[src/rtl/burst_target_pkg.sv]
package burst_target_pkg;

  localparam int BUS_W = 32;
  localparam int LANES = BUS_W / 8;

  localparam logic [LANES-1:0] CMD_MEM_RD = 4'b0110;
  localparam logic [LANES-1:0] CMD_MEM_WR = 4'b0111;

  typedef enum logic [2:0] {
    ST_IDLE,
    ST_SELWAIT,
    ST_DATA,
    ST_STOP,
    ST_IGNORE
  } tgtState_t;

  // strobes from control to datapath
  typedef struct packed {
    logic loadAddr;
    logic advance;
    logic writeWord;
  } dpStrobe_t;

endpackage

[src/rtl/burst_target_ctrl.sv]
module burst_target_ctrl
  import burst_target_pkg::*;
#(
  parameter int SEL_DLY  = 1,   // 0..2, select acknowledge in clock SEL_DLY+1
  parameter int WAIT_CYC = 1
) (
  input  logic             clk,
  input  logic             rstN,
  input  logic             frameN,
  input  logic             irdyN,
  input  logic [LANES-1:0] cmdLane,
  input  logic             addrHit,
  input  logic             atLast,
  output dpStrobe_t        strobe,
  output logic             devselN,
  output logic             trdyN,
  output logic             stopN,
  output logic             adOe
);

  localparam logic [1:0] SEL_INIT = (SEL_DLY > 0) ? 2'(SEL_DLY - 1) : 2'd0;
  localparam int WAIT_W = (WAIT_CYC > 0) ? $clog2(WAIT_CYC + 1) : 1;
  localparam logic [WAIT_W-1:0] WAIT_INIT = WAIT_W'(WAIT_CYC);

  tgtState_t         state, stateNxt;
  logic [1:0]        selCnt, selCntNxt;
  logic [WAIT_W-1:0] waitCnt, waitCntNxt;
  logic              isWrite, isWriteNxt;
  logic              cmdOk;
  logic              ready;
  logic              xfer;

  assign cmdOk = (cmdLane == CMD_MEM_RD) || (cmdLane == CMD_MEM_WR);
  assign ready = (state == ST_DATA) && (waitCnt == '0);
  assign xfer  = ready && !irdyN;

  always_comb begin
    stateNxt   = state;
    selCntNxt  = selCnt;
    waitCntNxt = waitCnt;
    isWriteNxt = isWrite;
    strobe     = '0;
    case (state)
      ST_IDLE: begin
        if (!frameN) begin
          if (addrHit && cmdOk) begin
            strobe.loadAddr = 1'b1;
            isWriteNxt      = (cmdLane == CMD_MEM_WR);
            if (SEL_DLY == 0) begin
              stateNxt   = ST_DATA;
              waitCntNxt = WAIT_INIT;
            end else begin
              stateNxt  = ST_SELWAIT;
              selCntNxt = SEL_INIT;
            end
          end else begin
            stateNxt = ST_IGNORE;
          end
        end
      end
      ST_SELWAIT: begin
        if (selCnt == 2'd0) begin
          stateNxt   = ST_DATA;
          waitCntNxt = WAIT_INIT;
        end else begin
          selCntNxt = selCnt - 2'd1;
        end
      end
      ST_DATA: begin
        if (xfer) begin
          strobe.advance   = 1'b1;
          strobe.writeWord = isWrite;
          if (frameN)      stateNxt = ST_IDLE;
          else if (atLast) stateNxt = ST_STOP;
          else             waitCntNxt = WAIT_INIT;
        end else if (waitCnt != '0) begin
          waitCntNxt = waitCnt - WAIT_W'(1);
        end
      end
      ST_STOP: begin
        if (frameN) stateNxt = ST_IDLE;
      end
      ST_IGNORE: begin
        if (frameN && irdyN) stateNxt = ST_IDLE;
      end
      default: stateNxt = ST_IDLE;
    endcase
  end

  always_ff @(posedge clk or negedge rstN) begin
    if (!rstN) begin
      state   <= ST_IDLE;
      selCnt  <= 2'd0;
      waitCnt <= '0;
      isWrite <= 1'b0;
    end else begin
      state   <= stateNxt;
      selCnt  <= selCntNxt;
      waitCnt <= waitCntNxt;
      isWrite <= isWriteNxt;
    end
  end

  assign devselN = !((state == ST_DATA) || (state == ST_STOP));
  assign trdyN   = !ready;
  assign stopN   = (state != ST_STOP);
  assign adOe    = (state == ST_DATA) && !isWrite;

endmodule

[src/rtl/burst_target_dp.sv]
module burst_target_dp
  import burst_target_pkg::*;
#(
  parameter int          WORDS     = 16,
  parameter logic [31:0] BASE_ADDR = 32'h0000_4000
) (
  input  logic             clk,
  input  logic             rstN,
  input  dpStrobe_t        strobe,
  input  logic [BUS_W-1:0] adIn,
  input  logic [LANES-1:0] cmdBeN,
  output logic             addrHit,
  output logic             atLast,
  output logic [BUS_W-1:0] rdWord
);

  localparam int IDX_W    = $clog2(WORDS);
  localparam int ADDR_LSB = IDX_W + 2;

  logic [IDX_W-1:0] idx;
  logic [BUS_W-1:0] mem [WORDS];
  logic [BUS_W-1:0] merged;
  logic [1:0]       unusedLowBits;

  assign unusedLowBits = adIn[1:0];
  assign addrHit = (adIn[BUS_W-1:ADDR_LSB] == BASE_ADDR[BUS_W-1:ADDR_LSB]);
  assign atLast  = (idx == IDX_W'(WORDS - 1));
  assign rdWord  = mem[idx];

  // byte-lane merge of write data into the addressed word
  for (genvar b = 0; b < LANES; b++) begin : g_lane
    assign merged[b*8 +: 8] = cmdBeN[b] ? rdWord[b*8 +: 8] : adIn[b*8 +: 8];
  end

  always_ff @(posedge clk or negedge rstN) begin
    if (!rstN) begin
      idx <= '0;
    end else if (strobe.loadAddr) begin
      idx <= adIn[ADDR_LSB-1:2];
    end else if (strobe.advance) begin
      idx <= idx + IDX_W'(1);
    end
  end

  always_ff @(posedge clk or negedge rstN) begin
    if (!rstN) begin
      for (int w = 0; w < WORDS; w++) mem[w] <= '0;
    end else if (strobe.writeWord) begin
      mem[idx] <= merged;
    end
  end

endmodule

[src/rtl/burst_target.sv]
module burst_target
  import burst_target_pkg::*;
#(
  parameter int          WORDS     = 16,
  parameter logic [31:0] BASE_ADDR = 32'h0000_4000,
  parameter int          SEL_DLY   = 1,
  parameter int          WAIT_CYC  = 1
) (
  input  logic        clk,
  input  logic        rstN,
  input  logic        frameN,
  input  logic [31:0] adIn,
  input  logic [3:0]  cmdBeN,
  input  logic        irdyN,
  output logic [31:0] adOut,
  output logic        adOe,
  output logic        devselN,
  output logic        trdyN,
  output logic        stopN
);

  dpStrobe_t strobe;
  logic      addrHit;
  logic      atLast;

  burst_target_ctrl #(
    .SEL_DLY (SEL_DLY),
    .WAIT_CYC(WAIT_CYC)
  ) ctrlInst (
    .clk    (clk),
    .rstN   (rstN),
    .frameN (frameN),
    .irdyN  (irdyN),
    .cmdLane(cmdBeN),
    .addrHit(addrHit),
    .atLast (atLast),
    .strobe (strobe),
    .devselN(devselN),
    .trdyN  (trdyN),
    .stopN  (stopN),
    .adOe   (adOe)
  );

  burst_target_dp #(
    .WORDS    (WORDS),
    .BASE_ADDR(BASE_ADDR)
  ) dpInst (
    .clk    (clk),
    .rstN   (rstN),
    .strobe (strobe),
    .adIn   (adIn),
    .cmdBeN (cmdBeN),
    .addrHit(addrHit),
    .atLast (atLast),
    .rdWord (adOut)
  );

endmodule

[config.mk]
export PLATFORM = sky130hd
export DESIGN_NAME = burst_target
export DESIGN_NICKNAME = d
export VERILOG_FILES = /design/src/rtl/burst_target_pkg.sv /design/src/rtl/burst_target_ctrl.sv /design/src/rtl/burst_target_dp.sv /design/src/rtl/burst_target.sv
export SDC_FILE = /design/constraint.sdc
export NUM_CORES = 1
export LEC_CHECK = 0
export BUFFER_PORTS_ARGS = -buffer_cell sky130_fd_sc_hd__buf_2
export CAP_MARGIN = 40
export CORE_ASPECT_RATIO = 0.5
export CORE_UTILIZATION = 50
export DETAILED_ROUTE_END_ITERATION = 12
export GPL_TIMING_DRIVEN = 0
export PLACE_DENSITY = 0.77
export SYNTH_ARGS = -nofsm -noshare
export SYNTH_HDL_FRONTEND = slang
export SYNTH_SLANG_ARGS = --single-unit
[constraint.sdc]
create_clock -name clk -period 3 [get_ports clk]
set_clock_uncertainty 0.05 [all_clocks]
set_input_delay 0.45 -clock clk [delete_from_list [all_inputs] [get_ports clk]]
set_output_delay 0.45 -clock clk [all_outputs]
set_load 0.005 [all_outputs]
==> flow_summary.toml, run 1 <==
[worst_setup_path]
startpoint_type = "register"
cp-end-kind = "output pin"
criticalPathCategory = "reg2out"
critPathArrivalTime_ns = 2.75
cp.required_ns = 2.50
crit_path_max_fanout = 8

[power_and_ir_drop]
p_leak_uw = 0.0137
powerDensity_nw_per_um2 = 503
vdd_drop_max_mv = 0.360
p_total_uw = 14800

[sta]
rsz0062_at_grt = "true"
timing.fmax_ghz = 0.308
hold_viol_final = 0
min_period_ns = 3.25
tns_ns = -4.79
slew_headroom = 0.374
hold-worst-slack_ns = 0.0978
finalWorstSetupSlack_ns = -0.248
setup_viol = 35
slew_viol_final = 0
worst_slew_pin_slew_ns = 0.931
fin_crit_sh = 1.08

[place]
gp_congestion = 0.982
dp.cells = 3134
dpl.hpwl_um = 52800
port_buffers = 73

[clocking]
clk_pin_slew_ns = 0.07
cts_tree = "built"
cts.sinks = 523
numCtsBuffers = 48
h-tree-depth = 2
cts_buffer_depth = 3
clk_latency_ns = 0.57
root_buffer = "clkbuf_16"

[cells_and_area]
n_antenna_cell = 0
area_growth_syn_to_layout_pct = 18.9
finish.utilization = 0.604
drive_above_1_share = 0.230
fin_cells = 3274
fin_nets = 2637

[outcome]
status = "finished, violations left"
violations = "negative setup slack"

[global_route]
gr-usage-all-layers = 0.306
antenna_found_initial = 0
grt_start_max_net_pins = 126
overflow = 0
grt_pass1_vias = 19900
grt_first_pass_wirelength_um = 118000

[yosys]
synth_edf_count = 0
synthFlopType = "dfrtp_1"
mappedNetlistArea_sq_um = 24700
synth_top_area_share = 0.531
synthTopCellsByArea = "dfrtp_1, mux2i_1, o21ai_0, a21oi_1, mux2_2"
yosys.area.top_type = "dfrtp_1"
synth_common_cells = "dfrtp_1, nand2_1, nor2_1"
synth_most_common_cell = "dfrtp_1"
avgSynthCellArea_sq_um = 10.3
syn_nets = 2450
synth_cells = 2405
synth-seq-cells = 523
seq_area_frac_synth = 0.531
yosys_warnings = 0
ys_types = 63
async_reset_ff_frac = 1.00

[floorplanning]
core_sq_um = 48600
die_area_sq_um = 50300
fp.dieW_um = 316
die_h_um = 159
io_pins = 76
initial_utilization = 0.508
num_rows = 57

[routing]
wl_per_cell_um = 24.4
wl_um = 80000
drc_errors = 0
viasPerCell = 6.39
drt-initial-drc-count = 2946
drtPass1Iterations = 5
vias = 20900
ant_nets = 0

[worst_hold_path]
hold_class = "in2reg"

[run]
maxCapViolations = 0
where the power goes:
part / internal, uW / switching, uW / total (uW)
clock network: 3530 / 2750 / 6280
registers: 7060 / 16.3 / 7080
logic: 512 / 894 / 1410
total: 11100 / 3660 / 14800
what timing repair did:
item,in CTS,in global routing
gates resized for setup,165,77
pin swaps,44,33
hold buffers,1,0
setup endpoints to repair,93,94
gates cloned,2,2
hold endpoints to repair,46,0
buffers inserted,31,24
worst max-delay path, cell delays in order (launching register included):
cell and delay (ns):
dfrtp_1 0.41, buf_6 0.15, buf_12 0.13, buf_12 0.15
buf_12 0.16, buf_12 0.15, mux2i_1 0.15, a221oi_2 0.44
nand2_1 0.12, o31ai_2 0.12, buf_2 0.18
stage by stage:
step           setup WS (ns)  cell area (sq um)
2_1_floorplan          0.641              24700
3_3_place_gp           -9.08              25800
3_5_place_dp          -0.439              26000
4_1_cts               -0.227              28700
5_1_grt               -0.263              29300
6_report              -0.248              29300
state kept, by name, summed over array words and instances, names as in the netlist:
register / flops
dpInst.idx: 4
ctrlInst.isWrite: 1
ctrlInst.state: 3
ctrlInst.selCnt: 2
ctrlInst.waitCnt: 1
dpInst.mem: 512
routing by layer:
metal / GRT usage / wire [um] / vias to the layer above
li1: - / - / 8836
met1: 0.432 / 31800 / 10500
met2: 0.463 / 36000 / 1306
met3: 0.0723 / 8730 / 269
met4: 0.110 / 3420 / 0
met5: 0 / 0 / -
cell families (layout without fill, tap and decap cells):
| logic type | Yosys count | count (layout) | synth area share |
|---|---|---|---|
| mux | 262 | 262 | 0.112 |
| xor+xnor | 3 | 3 | 0.00107 |
| simple gates | 644 | 644 | 0.106 |
| fa+ha+maj | 5 | 5 | 0.00254 |
| buf+inv | 222 | 442 | 0.0448 |
| flops | 523 | 523 | 0.531 |
| compound gates | 746 | 746 | 0.203 |
layout make-up:
class / instances / area [sq um]
repair buffers: 140 / 1100
plain buffers: 181 / 1260
clock inverters: 14 / 131
inverters: 38 / 143
multi-input cells: 1660 / 11300
well taps: 649 / 812
clock buffers: 69 / 1450
flip-flops and latches: 523 / 13100
fillers: 3676 / 19300
layout by cell type, fill, tap and decap left out, drive strengths merged, types with 12 or more instances in the layout:
master,n
buf,228
dfrtp,523
o21ai,263
mux2,113
a221oi,27
o31ai,28
nand2,313
inv,39
mux2i,149
a21oi,261
clkbuf,161
a22o,31
o22ai,56
and2,12
o32a,30
a21boi,28
nor2,269
final timing paths:
check	start	to	slack, ns	cells after the start
setup / recovery	dpInst.idx[1]	adOut[12]	-0.25	10
hold / removal	adIn[5]	dpInst.idx[3]	0.1	3
setup reg to reg	dpInst.idx[1]	dpInst.mem[77]	-0.10	12
hold reg to reg	dpInst.mem[309]	dpInst.mem[309]	0.43	2
max in group asynchronous	rstN	dpInst.mem[505]	0.85	5
min in group asynchronous	rstN	dpInst.mem[40]	0.31	2
Power figures use the tool's default switching activity.
==> run 2, diff against run 1 <==
--- a/config.mk
+++ b/config.mk
@@ -8,10 +8,12 @@
 export BUFFER_PORTS_ARGS = -buffer_cell sky130_fd_sc_hd__buf_2
 export CAP_MARGIN = 40
 export CORE_ASPECT_RATIO = 0.5
-export CORE_UTILIZATION = 50
+export CORE_UTILIZATION = 30
+export CTS_CLUSTER_DIAMETER = 150
 export DETAILED_ROUTE_END_ITERATION = 12
 export GPL_TIMING_DRIVEN = 0
-export PLACE_DENSITY = 0.77
+export PLACE_DENSITY = 0.55
+export RECOVER_POWER = 50
 export SYNTH_ARGS = -nofsm -noshare
 export SYNTH_HDL_FRONTEND = slang
 export SYNTH_SLANG_ARGS = --single-unit
==> run 2 against run 1 <==
Compared with the run above: the flow finishes with violations (max-slew violations, negative setup slack); combinational power is essentially flat; count of clock-buffer cells in the layout is 13 higher; maximum frequency decreased by 0.86%; non-clock buffer count grew 9; global-route usage is 11 points lower; utilization shrank 23 points; hold slack lost 0.029 ns; critical endpoint unchanged; largest cell class unchanged.
==> flow_summary.toml, run 2 (same netlist as run 1, synthesis figures left out) <==
[worst_setup_path]
max_stage_delay_ns = 0.49
cp_cell_sequence = "buf_12 -> buf_16 -> buf_16 -> buf_12 -> mux2i_1 -> a221oi_2 -> buf_4 -> nand2_1 -> o31ai_2 -> buf_2"
cp.required_ns = 2.50
r2r-start = "ctrlInst.state[1]"
criticalPathCategory = "reg2out"
cp-end-kind = "output pin"
critPathArrivalTime_ns = 2.78
r2r-end = "dpInst.mem[378]"
crit_path_max_fanout = 10
critPathTopFamily = "buffers and inverters"
slowest_stage = "dfrtp_2"
path_buf_inv = 6
rrSetupSlack_ns = -0.14
r2r_cells = 7
startpoint_type = "register"

[routing]
drt-initial-drc-count = 1754
wl_um = 82600
viasPerCell = 5.29
drc_errors = 0
wl_per_cell_um = 22.1
ant_nets = 0
drtPass1Iterations = 5
vias = 19800

[cells_and_area]
area_growth_syn_to_layout_pct = 22.7
layout_common_cells = "dfrtp_1, nand2_1, nor2_1"
fin_cells = 3740
drive_above_1_share = 0.239
final_common_cell = "dfrtp_1"
nFillCells = 8016
regMostFlops = "dpInst.mem"
n_antenna_cell = 0
largest_registers = "dpInst.mem (512), dpInst.idx (4), ctrlInst.state (3)"
fin_nets = 2652
finish.utilization = 0.377
largest_reg_flops = 512

[floorplanning]
io_pins = 76
num_rows = 73
fp.dieW_um = 407
initial_utilization = 0.307
core_sq_um = 80400
die_area_sq_um = 83400
die_h_um = 205

[place]
gp_congestion = 0.916
place_ws_ns = -0.710
port_buffers = 73
dp.cells = 3573
dpl.hpwl_um = 57400

[outcome]
status = "finished, violations left"
violations = "max-slew violations, negative setup slack"

[global_route]
overflow = 0
grt_start_max_net_pins = 115
grt_pass1_vias = 19000
grt_first_pass_wirelength_um = 124000
antenna_found_initial = 0
gr-usage-all-layers = 0.194

[sta]
finalWorstSetupSlack_ns = -0.277
hold_viol_final = 0
slew_headroom = -0.0137
rsz0062_at_grt = "true"
fin_crit_sh = 1.09
setup_viol = 156
min_period_ns = 3.28
tns_ns = -14.62
worst_slew_pin_slew_ns = 1.52
slew_viol_final = 109
timing.fmax_ghz = 0.305

[run]
maxCapViolations = 0

[clocking]
numCtsBuffers = 54
cts.sinks = 523
h-tree-depth = 2
cts_tree = "built"
root_buffer = "clkbuf_16"
clk_pin_slew_ns = 0.06
clk_latency_ns = 0.61
cts_buffer_depth = 3

[worst_hold_path]
min_path_cells = 3
worstHoldStart = "adIn[5]"
hold_class = "in2reg"
holdPathEnd = "dpInst.idx[3]"

[power_and_ir_drop]
vdd_drop_max_mv = 0.435
p_leak_uw = 0.0140
powerDensity_nw_per_um2 = 522
run 2: cell types whose count changed in the layout (fill, tap and decap cells not counted), moves of 9 or more:
cell,change
buf_4,+11
clkbuf_1,+9
clkbuf_16,+9
clkbuf_2,+10
mux2i_1,+12
mux2i_2,-10
o22ai_1,-15
o22ai_2,+12
run 2: metrics by stage:
| step | cell area [sq um] | total power, uW | hold slack [ns] |
|---|---|---|---|
| after floorplan | 24700 | 7820 | 0.104 |
| after CTS | 29900 | 15800 | 0.0338 |
| after global placement | 26400 | 8370 | 0.404 |
| after global routing | 30300 | 16300 | 0.0605 |
| final | 30300 | 15800 | 0.0686 |
| after detailed placement | 26500 | 8390 | 0.417 |
run 2: how the worst max path moves through the flow:
stage                        startpoint              end  cells past startpoint  slack [ns]
after detailed placement  dpInst.idx[0]        adOut[17]                     10       -0.71
after floorplan           dpInst.idx[1]  dpInst.mem[118]                     11        0.64
after global placement             rstN  dpInst.mem[106]                      1       -9.45
after CTS                 dpInst.idx[1]         adOut[0]                      9       -0.28
after global routing      dpInst.idx[1]        adOut[17]                     10       -0.31
final                     dpInst.idx[1]        adOut[12]                     10       -0.28
run 2: timing repair:
item | in CTS | in global routing
hold buffers | 1 | 0
gates cloned | 1 | 3
gates resized for setup | 191 | 66
endpoints found under the setup margin | 318 | 119
setup buffers | 48 | 16
endpoints found under the hold margin | 95 | 0
pin swaps | 33 | 16
run 2: per-layer routing:
layer	share of wire	up-vias	global-route usage
met5	0	-	0
met4	0.029	0	0.0640
met3	0.058	104	0.0243
met2	0.45	584	0.301
met1	0.46	10200	0.280
li1	-	8899	-
run 2: layout make-up:
cell class	instances	area (sq um)	share of cell area
Buffer	180	1270	0.0420
Tap cell	1087	1360	0.0449
Clock buffer	82	1660	0.0548
Multi-Input combinational cell	1660	11400	0.375
Sequential cell	523	13100	0.432
Clock inverter	20	262	0.00864
Timing Repair Buffer	150	1130	0.0372
Inverter	38	143	0.00471
run 2: power breakdown:
group          switching, uW  internal [uW]  leakage, uW  total (uW)
sequential              16.5           7060      0.00729        7080
combinational            921            520      0.00575        1440
clock                   2950           4330     0.000950        7280
run 2: worst register-to-register path, stage by stage (launching register included):
cell and delay, ns:
dfrtp_1 0.32, clkbuf_1 0.37, nand4bb_1 0.30, nor4_1 0.78
nand2_1 0.50, clkbuf_1 0.41, nand2_1 0.15, o21ai_0 0.10
==> run 3, diff against run 2 <==
--- a/config.mk
+++ b/config.mk
@@ -16,4 +16,5 @@
 export RECOVER_POWER = 50
 export SYNTH_ARGS = -nofsm -noshare
 export SYNTH_HDL_FRONTEND = slang
+export SYNTH_HIERARCHICAL = 1
 export SYNTH_SLANG_ARGS = --single-unit
==> run 3 against run 2 <==
Compared with the run above: sequential power increased by 0.7%; worst setup slack better by 0.22 ns; the flow finishes with violations (max-capacitance violations, max-slew violations, negative setup slack); die area increased by 0.69%; first-iteration DRC count increased by 29%; global-route usage rose by 2.7 points; via count up 6.7%; total power increased by 41%.
==> flow_summary.toml, run 3 <==
[yosys]
async_reset_ff_frac = 1.00
avgSynthCellArea_sq_um = 10.3
synth_common_cells = "dfrtp_1, nor2_1, mux2i_1"
synth_most_common_cell = "dfrtp_1"
syn_nets = 2462
synth_top_area_share = 0.527
yosys.area.top_type = "dfrtp_1"
synth-seq-cells = 523
yosys_warnings = 6
ys_types = 53
synthTopCellsByArea = "dfrtp_1, mux2i_1, a31oi_1, nor2_1, o21ai_0"
synth_edf_count = 0
mappedNetlistArea_sq_um = 24800
synthFlopType = "dfrtp_1"
seq_area_frac_synth = 0.527
synth_cells = 2417

[worst_hold_path]
holdPathEnd = "dpInst/idx[2]"
hold_class = "in2reg"
min_path_cells = 3
worstHoldStart = "adIn[4]"

[outcome]
violations = "max-capacitance violations, max-slew violations, negative setup slack"
status = "finished, violations left"

[floorplanning]
initial_utilization = 0.304
die_area_sq_um = 84000
core_sq_um = 81800
io_pins = 76
fp.dieW_um = 409
die_h_um = 205
num_rows = 74

[routing]
drtPass1Iterations = 5
vias = 21100
drc_errors = 0
wl_um = 95100
drt-initial-drc-count = 2255
wl_per_cell_um = 25.2
viasPerCell = 5.58
ant_nets = 0

[clocking]
cts_buffer_depth = 3
clk_latency_ns = 0.63
clk_pin_slew_ns = 0.06
cts_tree = "built"
numCtsBuffers = 53
root_buffer = "clkbuf_16"
h-tree-depth = 2
cts.sinks = 523

[worst_setup_path]
cp-end-kind = "output pin"
r2r_cells = 13
r2r-end = "dpInst/mem[21]"
max_stage_delay_ns = 0.42
cp_cell_sequence = "buf_12 -> buf_12 -> buf_16 -> buf_16 -> buf_12 -> buf_6 -> mux2i_1 -> a22oi_2 -> nand3_1 -> o21ai_1 -> buf_2"
critPathArrivalTime_ns = 2.56
cp.required_ns = 2.50
r2r-start = "ctrlInst/state[2]"
criticalPathCategory = "reg2out"
slowest_stage = "dfrtp_2"
crit_path_frequent_cell = "buf_12"
startpoint_type = "register"
crit_path_max_fanout = 6
rrSetupSlack_ns = 0.06

[global_route]
grt_first_pass_wirelength_um = 138000
grt_pass1_vias = 20100
antenna_found_initial = 1
grt_start_max_net_pins = 119
gr-usage-all-layers = 0.221
overflow = 0

[cells_and_area]
regMostFlops = "dpInst/mem"
fin_nets = 2684
area_growth_syn_to_layout_pct = 24.3
final_common_cell = "dfrtp_1"
largest_registers = "dpInst/mem (512), dpInst/idx (4), ctrlInst/state (3)"
drive_above_1_share = 0.258
largest_reg_flops = 512
nFillCells = 7959
n_antenna_cell = 0
layout_common_cells = "dfrtp_1, nor2_1, a31oi_1"
finish.utilization = 0.377

[power_and_ir_drop]
powerDensity_nw_per_um2 = 721
p_total_uw = 22300
vdd_drop_max_mv = 0.420
p_leak_uw = 0.0134

[sta]
slew_headroom = -0.140
timing.fmax_ghz = 0.327
fin_crit_sh = 1.02
min_period_ns = 3.06
worst_slew_pin_slew_ns = 1.71
slew_viol_final = 118
setup_viol = 15
rsz0062_at_grt = "true"
finalWorstSetupSlack_ns = -0.0608
hold_viol_final = 0

[place]
gp_congestion = 0.915
place_ws_ns = -0.612
dpl.hpwl_um = 66000
port_buffers = 74

[run]
maxCapViolations = 1
-- run 3: cell count changes in the layout (fill, tap and decap cells not counted), moves of 47 or more --
cell / previous run / this run
mux2i_1: 134 / 250
nor2_1: 267 / 390
nand3_2: 0 / 47
nand2_1: 301 / 167
clkbuf_1: 92 / 23
o21ai_0: 259 / 135
mux2_2: 107 / 2
a21oi_1: 253 / 131
a31oi_1: 1 / 256
a22oi_2: 2 / 100
-- run 3: layer usage --
metal,vias up,track usage,share of wire
li1,9184,-,-
met1,10800,0.315,0.44
met2,965,0.331,0.43
met4,0,0.0658,0.026
met3,145,0.0538,0.10
met5,-,0,0
-- run 3: cells by family (layout without fill, tap and decap cells) --
family / Yosys count / after routing / share of synthesized area
and+or+nand+nor: 695 / 695 / 0.121
adders and majority gates: 5 / 5 / 0.00252
DFF: 523 / 523 / 0.527
buffers and inverters: 213 / 474 / 0.0491
AOI/OAI and AO/OA: 719 / 719 / 0.194
xor gates and xnor gates: 3 / 3 / 0.00106
muxes: 259 / 259 / 0.104
-- run 3: worst max path at each step --
| stage | startpoint | end | depth (start not counted) |
|---|---|---|---|
| 2_1_floorplan | ctrlInst/state[2] | dpInst/mem[342] | 11 |
| 3_3_place_gp | rstN | dpInst/mem[186] | 1 |
| 3_5_place_dp | ctrlInst/state[2] | dpInst/mem[21] | 12 |
| 4_1_cts | dpInst/idx[1] | adOut[11] | 9 |
| 5_1_grt | dpInst/idx[1] | adOut[9] | 9 |
| 6_report | dpInst/idx[1] | adOut[27] | 11 |
-- run 3: critical path: cells and delay by family, from the launching register on --
kind,cells,cell delay [ns]
compound gates,2,0.30
buf+inv,7,1.01
mux,1,0.12
flops,1,0.42
simple gates,1,0.09
-- run 3: where the power goes --
part,switching (uW),total [uW],internal (uW),leakage (uW)
logic,4850,7950,3110,0.00521
clock network,2940,7170,4230,0.000921
registers,33.2,7130,7100,0.00730
total,7820,22300,14400,0.0134
-- run 3: stage by stage --
stage | cells | area [sq um] | hold slack [ns] | TNS, ns
after CTS | 3739 | 30100 | 0.0745 | -0.166
after detailed placement | 3609 | 26800 | 0.420 | -163.72
after global routing | 3780 | 30900 | 0.0955 | -9.38
after floorplan | 2417 | 24800 | 0.104 | 0
final | 3780 | 30900 | 0.0895 | -0.256
after global placement | 3593 | 26600 | 0.411 | -5422.59
-- run 3: cell type report --
class | instances | area, sq um | share of cell area
inverter | 9 | 33.8 | 0.00109
multi-input combinational | 1681 | 11200 | 0.364
clock inverter | 18 | 294 | 0.00953
sequential | 523 | 13100 | 0.424
buffer | 203 | 1770 | 0.0572
tap | 1102 | 1380 | 0.0447
timing repair buffer | 168 | 1480 | 0.0479
clock buffer | 76 | 1570 | 0.0510
-- run 3: what timing repair did --
item | in CTS | in global routing
hold buffers | 1 | 0
setup buffers | 30 | 38
endpoints found under the setup margin | 533 | 329
gates cloned | 6 | 3
pin swaps | 31 | 54
gates resized for setup | 327 | 109
endpoints found under the hold margin | 72 | 0
